File: src/rtl/pflash_pkg.sv
package pflash_pkg;
  typedef enum logic [1:0] {
    BUS_OFF  = 2'd0,
    BUS_OPEN = 2'd1,
    BUS_READ = 2'd2
  } bus_st_t;
endpackage

File: src/rtl/pflash_page_track.sv
module pflash_page_track #(
  parameter int TAG_W = 20
) (
  input  logic             clk,
  input  logic             rst,
  input  logic             clr,
  input  logic             load,
  input  logic [TAG_W-1:0] page_in,
  output logic             hit
);
  logic             valid_q;
  logic [TAG_W-1:0] tag_q;

  always_ff @(posedge clk) begin
    if (rst || clr) begin
      valid_q <= 1'b0;
    end else if (load) begin
      valid_q <= 1'b1;
    end
  end

  always_ff @(posedge clk) begin
    if (rst) begin
      tag_q <= '0;
    end else if (load) begin
      tag_q <= page_in;
    end
  end

  assign hit = valid_q && (tag_q == page_in);
endmodule

File: src/rtl/pflash_wait_timer.sv
module pflash_wait_timer #(
  parameter int T_FULL = 6,
  parameter int T_PAGE = 2,
  parameter int CNT_W  = 3
) (
  input  logic clk,
  input  logic rst,
  input  logic load,
  input  logic use_page,
  output logic done
);
  logic [CNT_W-1:0] cnt_q;

  always_ff @(posedge clk) begin
    if (rst) begin
      cnt_q <= '0;
    end else if (load) begin
      cnt_q <= use_page ? CNT_W'(T_PAGE) : CNT_W'(T_FULL);
    end else if (cnt_q != '0) begin
      cnt_q <= cnt_q - 1'b1;
    end
  end

  assign done = (cnt_q == CNT_W'(1));
endmodule

File: src/rtl/pflash_idle_timer.sv
module pflash_idle_timer #(
  parameter int IDLE_MAX = 16,
  parameter int IDLE_W   = 5
) (
  input  logic clk,
  input  logic rst,
  input  logic clear,
  input  logic tick,
  output logic expire
);
  logic [IDLE_W-1:0] cnt_q;

  always_ff @(posedge clk) begin
    if (rst || clear) begin
      cnt_q <= '0;
    end else if (tick) begin
      cnt_q <= cnt_q + 1'b1;
    end
  end

  assign expire = tick && (cnt_q == IDLE_W'(IDLE_MAX - 1));
endmodule

File: src/rtl/pflash_rd_ctrl.sv
module pflash_rd_ctrl
  import pflash_pkg::*;
#(
  parameter int ADDR_W   = 22,
  parameter int DATA_W   = 16,
  parameter int PAGE_W   = 2,
  parameter int T_FULL   = 6,
  parameter int T_PAGE   = 2,
  parameter int IDLE_MAX = 16
) (
  input  logic              clk,
  input  logic              rst,
  input  logic              req_valid,
  input  logic [ADDR_W-1:0] req_addr,
  output logic              req_ready,
  input  logic              bus_disable,
  output logic              rsp_valid,
  output logic [DATA_W-1:0] rsp_data,
  output logic [ADDR_W-1:0] fl_addr,
  output logic              fl_ce_n,
  output logic              fl_oe_n,
  output logic              fl_we_n,
  input  logic [DATA_W-1:0] fl_dq_in
);
  localparam int TAG_W  = ADDR_W - PAGE_W;
  localparam int CNT_W  = $clog2(T_FULL + 1);
  localparam int IDLE_W = $clog2(IDLE_MAX + 1);

  bus_st_t st_q, st_d;
  logic    busy, accept, hit, tmr_done, done;
  logic    idle_tick, idle_clr, idle_exp, release_bus;

  logic              ce_n_q, oe_n_q, rsp_valid_q;
  logic [ADDR_W-1:0] addr_q;
  logic [DATA_W-1:0] rsp_data_q;

  assign busy      = (st_q == BUS_READ);
  assign req_ready = !busy && !bus_disable;
  assign accept    = req_valid && req_ready;

  pflash_page_track #(.TAG_W(TAG_W)) u_page (
    .clk     (clk),
    .rst     (rst),
    .clr     (release_bus),
    .load    (accept),
    .page_in (req_addr[ADDR_W-1:PAGE_W]),
    .hit     (hit)
  );

  pflash_wait_timer #(.T_FULL(T_FULL), .T_PAGE(T_PAGE), .CNT_W(CNT_W)) u_wait (
    .clk      (clk),
    .rst      (rst),
    .load     (accept),
    .use_page (hit),
    .done     (tmr_done)
  );

  assign idle_tick = (st_q == BUS_OPEN) && !accept && !bus_disable;
  assign idle_clr  = (st_q != BUS_OPEN);

  pflash_idle_timer #(.IDLE_MAX(IDLE_MAX), .IDLE_W(IDLE_W)) u_idle (
    .clk    (clk),
    .rst    (rst),
    .clear  (idle_clr),
    .tick   (idle_tick),
    .expire (idle_exp)
  );

  assign done        = busy && tmr_done;
  assign release_bus = (st_q == BUS_OPEN) && !accept && (bus_disable || idle_exp);

  always_comb begin
    st_d = st_q;
    unique case (st_q)
      BUS_OFF:  if (accept) st_d = BUS_READ;
      BUS_OPEN: begin
        if (accept)           st_d = BUS_READ;
        else if (release_bus) st_d = BUS_OFF;
      end
      BUS_READ: if (done) st_d = BUS_OPEN;
      default:  st_d = BUS_OFF;
    endcase
  end

  always_ff @(posedge clk) begin
    if (rst) begin
      st_q        <= BUS_OFF;
      ce_n_q      <= 1'b1;
      oe_n_q      <= 1'b1;
      rsp_valid_q <= 1'b0;
    end else begin
      st_q        <= st_d;
      ce_n_q      <= (st_d == BUS_OFF);
      oe_n_q      <= (st_d == BUS_OFF);
      rsp_valid_q <= done;
    end
  end

  always_ff @(posedge clk) begin
    if (rst) begin
      addr_q     <= '0;
      rsp_data_q <= '0;
    end else begin
      if (accept) addr_q     <= req_addr;
      if (done)   rsp_data_q <= fl_dq_in;
    end
  end

  assign fl_addr   = addr_q;
  assign fl_ce_n   = ce_n_q;
  assign fl_oe_n   = oe_n_q;
  assign fl_we_n   = 1'b1;
  assign rsp_valid = rsp_valid_q;
  assign rsp_data  = rsp_data_q;
endmodule

File: config.mk
export PLATFORM = sky130hd
export DESIGN_NAME = pflash_rd_ctrl
export DESIGN_NICKNAME = d
export VERILOG_FILES = /design/src/rtl/pflash_pkg.sv /design/src/rtl/pflash_page_track.sv /design/src/rtl/pflash_wait_timer.sv /design/src/rtl/pflash_idle_timer.sv /design/src/rtl/pflash_rd_ctrl.sv
export SDC_FILE = /design/constraint.sdc
export NUM_CORES = 1
export LEC_CHECK = 0
export ABC_AREA = 1
export BUFFER_PORTS_ARGS = -buffer_cell sky130_fd_sc_hd__buf_2
export CAP_MARGIN = 20
export CORE_UTILIZATION = 30
export DETAILED_ROUTE_END_ITERATION = 12
export SLEW_MARGIN = 5
export SYNTH_ARGS = -nofsm -noshare
export SYNTH_HDL_FRONTEND = slang
export SYNTH_SLANG_ARGS = --single-unit
File: constraint.sdc
create_clock -name clk -period 1.7 [get_ports clk]
set_input_delay 0.34 -clock clk [delete_from_list [all_inputs] [get_ports clk]]
set_output_delay 0.34 -clock clk [all_outputs]
set_load 0.03 [all_outputs]
* After elaboration in Yosys (flattened, before gate mapping)
Cells that the tools add are included.
** Word-level totals
- Bits of input ports :: 42
- Output and inout port bits :: 43
- Register bits after elaboration :: 71
** Operators by class
- Multiplexer cells :: 8
- Eq/ne operators :: 6
- Reductions and logical operators :: 18
- Add/sub/neg operators :: 2
** Operators with widths (count)
- == test 20 bit :: 1
- two-way mux 3 bit :: 3
- logical AND 1 bit :: 8
- two-way mux 2 bit :: 4
- case mux 2 bit (3 select lines) :: 1
- adder 5 x 1 -> 5 bit, second input constant :: 1
- == test 5 x 4 -> 1 bit, second input constant :: 1
- logical NOT 2 bit :: 2
- == test 3 x 1 -> 1 bit, second input constant :: 1
- logical NOT 1 bit :: 3
- logical OR 1 bit :: 3
- nonzero test 3 bit :: 1
- subtractor 3 x 1 -> 3 bit, second input constant :: 1
- == test 2 x 1 -> 1 bit, second input constant :: 1
- == test 2 bit, second input constant :: 1
- != test 2 x 1 -> 1 bit, second input constant :: 1
- nonzero test 2 bit :: 1

* Longest topological paths before layout
- Word-level depth :: 14
- Depth in mapped cells :: 9
- Mapped depth without buffers :: 9

* By module
Synthesis repeated with hierarchy kept, for this count alone.
** Second synthesis, totals
- Cells, all modules :: 429
- Area total of the unflattened synthesis :: 3283.1 um2
** Modules (own cells, without submodules)
- pflash_rd_ctrl :: cells an instance 196, seq. area each 840.8 um2, area each 1644.1 um2, times used 1
- pflash_page_track :: cells an instance 168, seq. area each 420.4 um2, area each 1183.6 um2, times used 1
- pflash_idle_timer :: cells an instance 32, seq. area each 100.1 um2, area each 242.7 um2, times used 1
- pflash_wait_timer :: cells an instance 33, seq. area each 60.1 um2, area each 212.7 um2, times used 1

* Worst setup path after synthesis
OpenSTA, ideal clock, no wires.
- Path type :: reg2reg
- From :: register u_wait.cnt_q[1]
- To :: register rsp_data_q[10], in the netlist rsp_data[10]
- Setup time :: 0.116 ns
- Path buffers :: 1
- Arrival time :: 1.155 ns
- Path slack :: 0.429 ns
- Stages on the path, launching flop included :: 9
- Data required time :: 1.584 ns
- Cell sequence :: dfxtp_1 > inv_1 > ha_1 > inv_1 > nor2_2 > nand3_2 > clkbuf_1 > o21ai_0 > nor2_1
** Between the ends
- Word-level cells in the longest chain between the ends :: 2
** RTL lines
- start, declared :: line pflash_wait_timer.sv:12 : logic [CNT_W-1:0] cnt_q;
- start signal, assigned :: line pflash_wait_timer.sv:18 : cnt_q <= use_page ? CNT_W'(T_PAGE) : CNT_W'(T_FULL);
- start signal, assigned :: line pflash_wait_timer.sv:20 : cnt_q <= cnt_q - 1'b1;
- == test 3 x 1 -> 1 bit :: line pflash_wait_timer.sv:24 : assign done = (cnt_q == CNT_W'(1));
- logical AND 1 bit :: line pflash_rd_ctrl.sv:69 : assign done = busy && tmr_done;
- end signal, assigned :: line pflash_rd_ctrl.sv:105 : if (done) rsp_data_q <= fl_dq_in;
- end, declared :: line pflash_rd_ctrl.sv:35 : logic [DATA_W-1:0] rsp_data_q;
Every way passes these cells.
A chain may end at the register's enable or synchronous reset.

* Final worst setup path
- From :: register u_wait.cnt_q[0]
- To :: register rsp_data_q[8], in the netlist rsp_data[8]
The elaborated chain is that of the path after synthesis.

==> impl_metrics.tcl <==
set metrics [dict create \
    r2r_setup_slack_ps 230 \
    fillCellCount 804 \
    synth_seq_area_share 0.436 \
    timing.critical_path.slowest_stage_cell "dfxtp_1" \
    hpwlAfterDp_mm 4.20 \
    nets 472 \
    clk_path_buf_depth 2 \
    drt-pass1-iter-count 4 \
    final.setup.tns_ps 0 \
    post_dp_cell_area_um2 2830 \
    wl_met2_mm 2.74 \
    cp_cell_sequence "ha_1 > inv_1 > nor2_2 > nand3_2 > buf_4 > o21ai_0 > nor2_1" \
    rr_startpoint "u_wait.cnt_q[0]$_SDFFE_PP0P_" \
    timing.reg2reg.worst_path_depth 7 \
    die_width_um 90.3 \
    crit_fanout 11 \
    coreArea_um2 7410 \
    worst_setup_hold_path_clk_slew_ps 90 \
    dr_wl_met3_um 177 \
    rows 31 \
    hold_viol_final 0 \
    total_clock_buffers_created_by_cts 5 \
    power.share.switching 0.339 \
    cts.htree.levels 2 \
    timing.final.max_slew_violations 0 \
    post-cts-setup-buffer-count 0 \
    final_instance_area_um2 2920 \
    timing.critical_path.depth 7 \
    grt_first_pass_wirelength_mm 9.03 \
    initial_core_utilization 0.316 \
    cts_num_sinks 51 \
    tritoncts_clock_tree "done" \
    wl_per_cell_um 10.6 \
    synth_cell_types 24 \
    grt_antenna_before_repair 0 \
    irDropWorstVdd_uv 393 \
    detail_route.wirelength_mm 5.57 \
    worst_r2r_endpoint "rsp_data[8]$_SDFFE_PP0P_" \
    cts-hold-fix-buffers 0 \
    layout.core_utilization 0.394 \
    worst-endpoint-required_ps 1900 \
    syn_inst 344 \
    storage_element_area_um2 1020 \
    place_congestion 0.727 \
    die-area_um2 8160 \
    clockPowerShare 0.241 \
    cpLargestDelayFamily "flip-flops" \
    port-buffer-count 83 \
    clock_skew_ps 5.75 \
    pin_count_of_the_biggest_net_entering_global_routing 34 \
    worst_ep_arrival_time_ps 1670 \
    timing.hold.worst_path_depth 3 \
    antennaDiodeCount 0 \
    synth.net_count 391 \
    worstSetupPathType "reg2reg" \
    startpoint_type "register" \
    cts_root_buffer "clkbuf_8" \
    seqPwrFrac 0.488 \
    syn-mean-instance-area_um2 6.80 \
    multiInputGateArea_um2 1040 \
    status "finished clean" \
    max_clock_freq_ghz 0.678 \
    wl_met1_mm 2.57 \
    floorplan.die.height_um 90.3 \
    critical_path_max_stage_delay_ps 400 \
    final-setup-viol-count 0 \
    grtUsageTotal 0.137 \
    hold_class "in2reg" \
    post_cts.resized_instances 0 \
    ys_ff_latch 51 \
    area_growth_pct 24.6 \
    initial_drc_count 117 \
    grt_pass1_vias 2041 \
    cp-end-kind "register" \
    internal-power_uw 1870 \
    power_leakage_uw 0.00148 \
    remaining_antenna_violation_count 0 \
    grt_setup_unrepaired "no" \
    yosys_warnings 0 \
    critical_path.n_buffers_inverters 2 \
    hold_start "req_addr[0]" \
    max_cap_viol_count 0 \
    highest_routing_layer_actually_used "met4" \
    grt_overflow 0 \
    top_level_ports 85 \
    timing.final.crit_period_ps 1470 \
    clkLatencyLatePin_ps 300 \
    p_comb_frac 0.271 \
    holdPathEnd "fl_addr[0]$_SDFFE_PP0P_" \
    drc_violations 0 \
    min_period_over_period 0.868 \
    synth.cell_area_um2 2340 \
    power-per-cell-area_nw_per_um2 971 \
    route.detailed.vias_per_inst 4.28 \
    share_of_layout_cells_above_drive_strength_1 0.242 \
    detailroute.via_count 2249 \
    p_switching_uw 959 \
]
-- cell usage after synthesis --
cell / n / area (um2)
a211oi_1: 1 / 7.51
xor2_1: 2 / 17.5
buf_6: 1 / 11.3
nand2_1: 82 / 308
nand3_1: 4 / 20.0
o21ai_1: 5 / 25.0
nor2_1: 52 / 195
conb_1: 1 / 3.75
clkbuf_1: 4 / 15.0
o211a_1: 1 / 10.0
o22ai_1: 1 / 6.26
buf_4: 4 / 30.0
buf_1: 1 / 3.75
inv_1: 51 / 191
nor2_2: 1 / 6.26
ha_1: 5 / 62.6
buf_2: 3 / 15.0
dfxtp_1: 51 / 1020
a21oi_1: 31 / 155
inv_2: 4 / 15.0
nand3_2: 3 / 30.0
xnor2_1: 2 / 17.5
nand2_2: 2 / 12.5
o21ai_0: 32 / 160
-- worst register-to-register path, stage by stage (launching register included) --
cell	delay, ps
dfxtp_1	400
ha_1	160
inv_1	40
nor2_2	120
nand3_2	200
buf_4	230
o21ai_0	160
nor2_1	50
-- cells by family after synthesis --
group                      count (synthesis)  synth area share
DFF                                       51             0.436
buffers and inverters                     68             0.120
adders and majority gates                  5            0.0267
and+or+nand+nor                          144             0.244
other                                      1           0.00160
AOI/OAI and AO/OA                         71             0.156
xor gates and xnor gates                   4            0.0150
-- sequential cells by signal, indices dropped and copies added, names as in the netlist --
name / count
u_idle.cnt_q: 5
fl_oe_n: 1
fl_addr: 22
u_page.valid_q: 1
rsp_valid: 1
rsp_data: 16
st_q: 2
u_wait.cnt_q: 3
-- cells in the final DEF (no fill, tap or decap), drive strengths merged, types with 2 or more instances in the layout --
master / instances
clkbuf: 7
xnor2: 2
nand3: 7
ha: 5
buf: 87
inv: 55
xor2: 2
nand2: 84
nor2: 53
dfxtp: 51
o21ai: 37
a21oi: 31
-- metal layers --
| layer | vias to the layer above | track usage |
|---|---|---|
| met3 | 6 | 0.0311 |
| met2 | 36 | 0.228 |
| met1 | 991 | 0.173 |
| met4 | 0 | 0.0484 |
| met5 | - | 0 |
| li1 | 1216 | - |
-- through the flow --
stage	power, uW	std cells	setup slack (ps)	hold WS, ps
2_1_floorplan	1960	344	429	445
3_3_place_gp	2160	517	277	455
3_5_place_dp	2180	517	227	456
4_1_cts	2870	525	208	271
5_1_grt	3010	525	25.3	281
6_report	2830	525	225	280
-- power groups by stage --
stage / registers [uW] / clock network [uW] / logic [uW]
3_3_place_gp: 1410 / 0 / 754
2_1_floorplan: 1540 / 0 / 422
5_1_grt: 1400 / 762 / 855
3_5_place_dp: 1410 / 0 / 772
4_1_cts: 1380 / 713 / 773
6_report: 1380 / 681 / 767
-- worst max-delay path by stage --
stage                                             from                        end
after floorplan           u_wait.cnt_q[1]$_SDFFE_PP0P_  rsp_data[10]$_SDFFE_PP0P_
after global placement    u_wait.cnt_q[0]$_SDFFE_PP0P_  rsp_data[13]$_SDFFE_PP0P_
after detailed placement  u_wait.cnt_q[1]$_SDFFE_PP0P_   rsp_data[8]$_SDFFE_PP0P_
after CTS                 u_wait.cnt_q[1]$_SDFFE_PP0P_  rsp_data[15]$_SDFFE_PP0P_
after global routing      u_wait.cnt_q[1]$_SDFFE_PP0P_   rsp_data[6]$_SDFFE_PP0P_
final                     u_wait.cnt_q[0]$_SDFFE_PP0P_   rsp_data[8]$_SDFFE_PP0P_
-- area by class of cell --
cell class,count,share of cell area
Tap cell,99,0.0425
Sequential cell,51,0.350
Inverter,55,0.0708
Multi-Input combinational cell,225,0.356
Clock buffer,7,0.0262
Clock inverter,1,0.00172
Timing Repair Buffer,87,0.153
No activity file was read; power rests on OpenSTA's default activity.
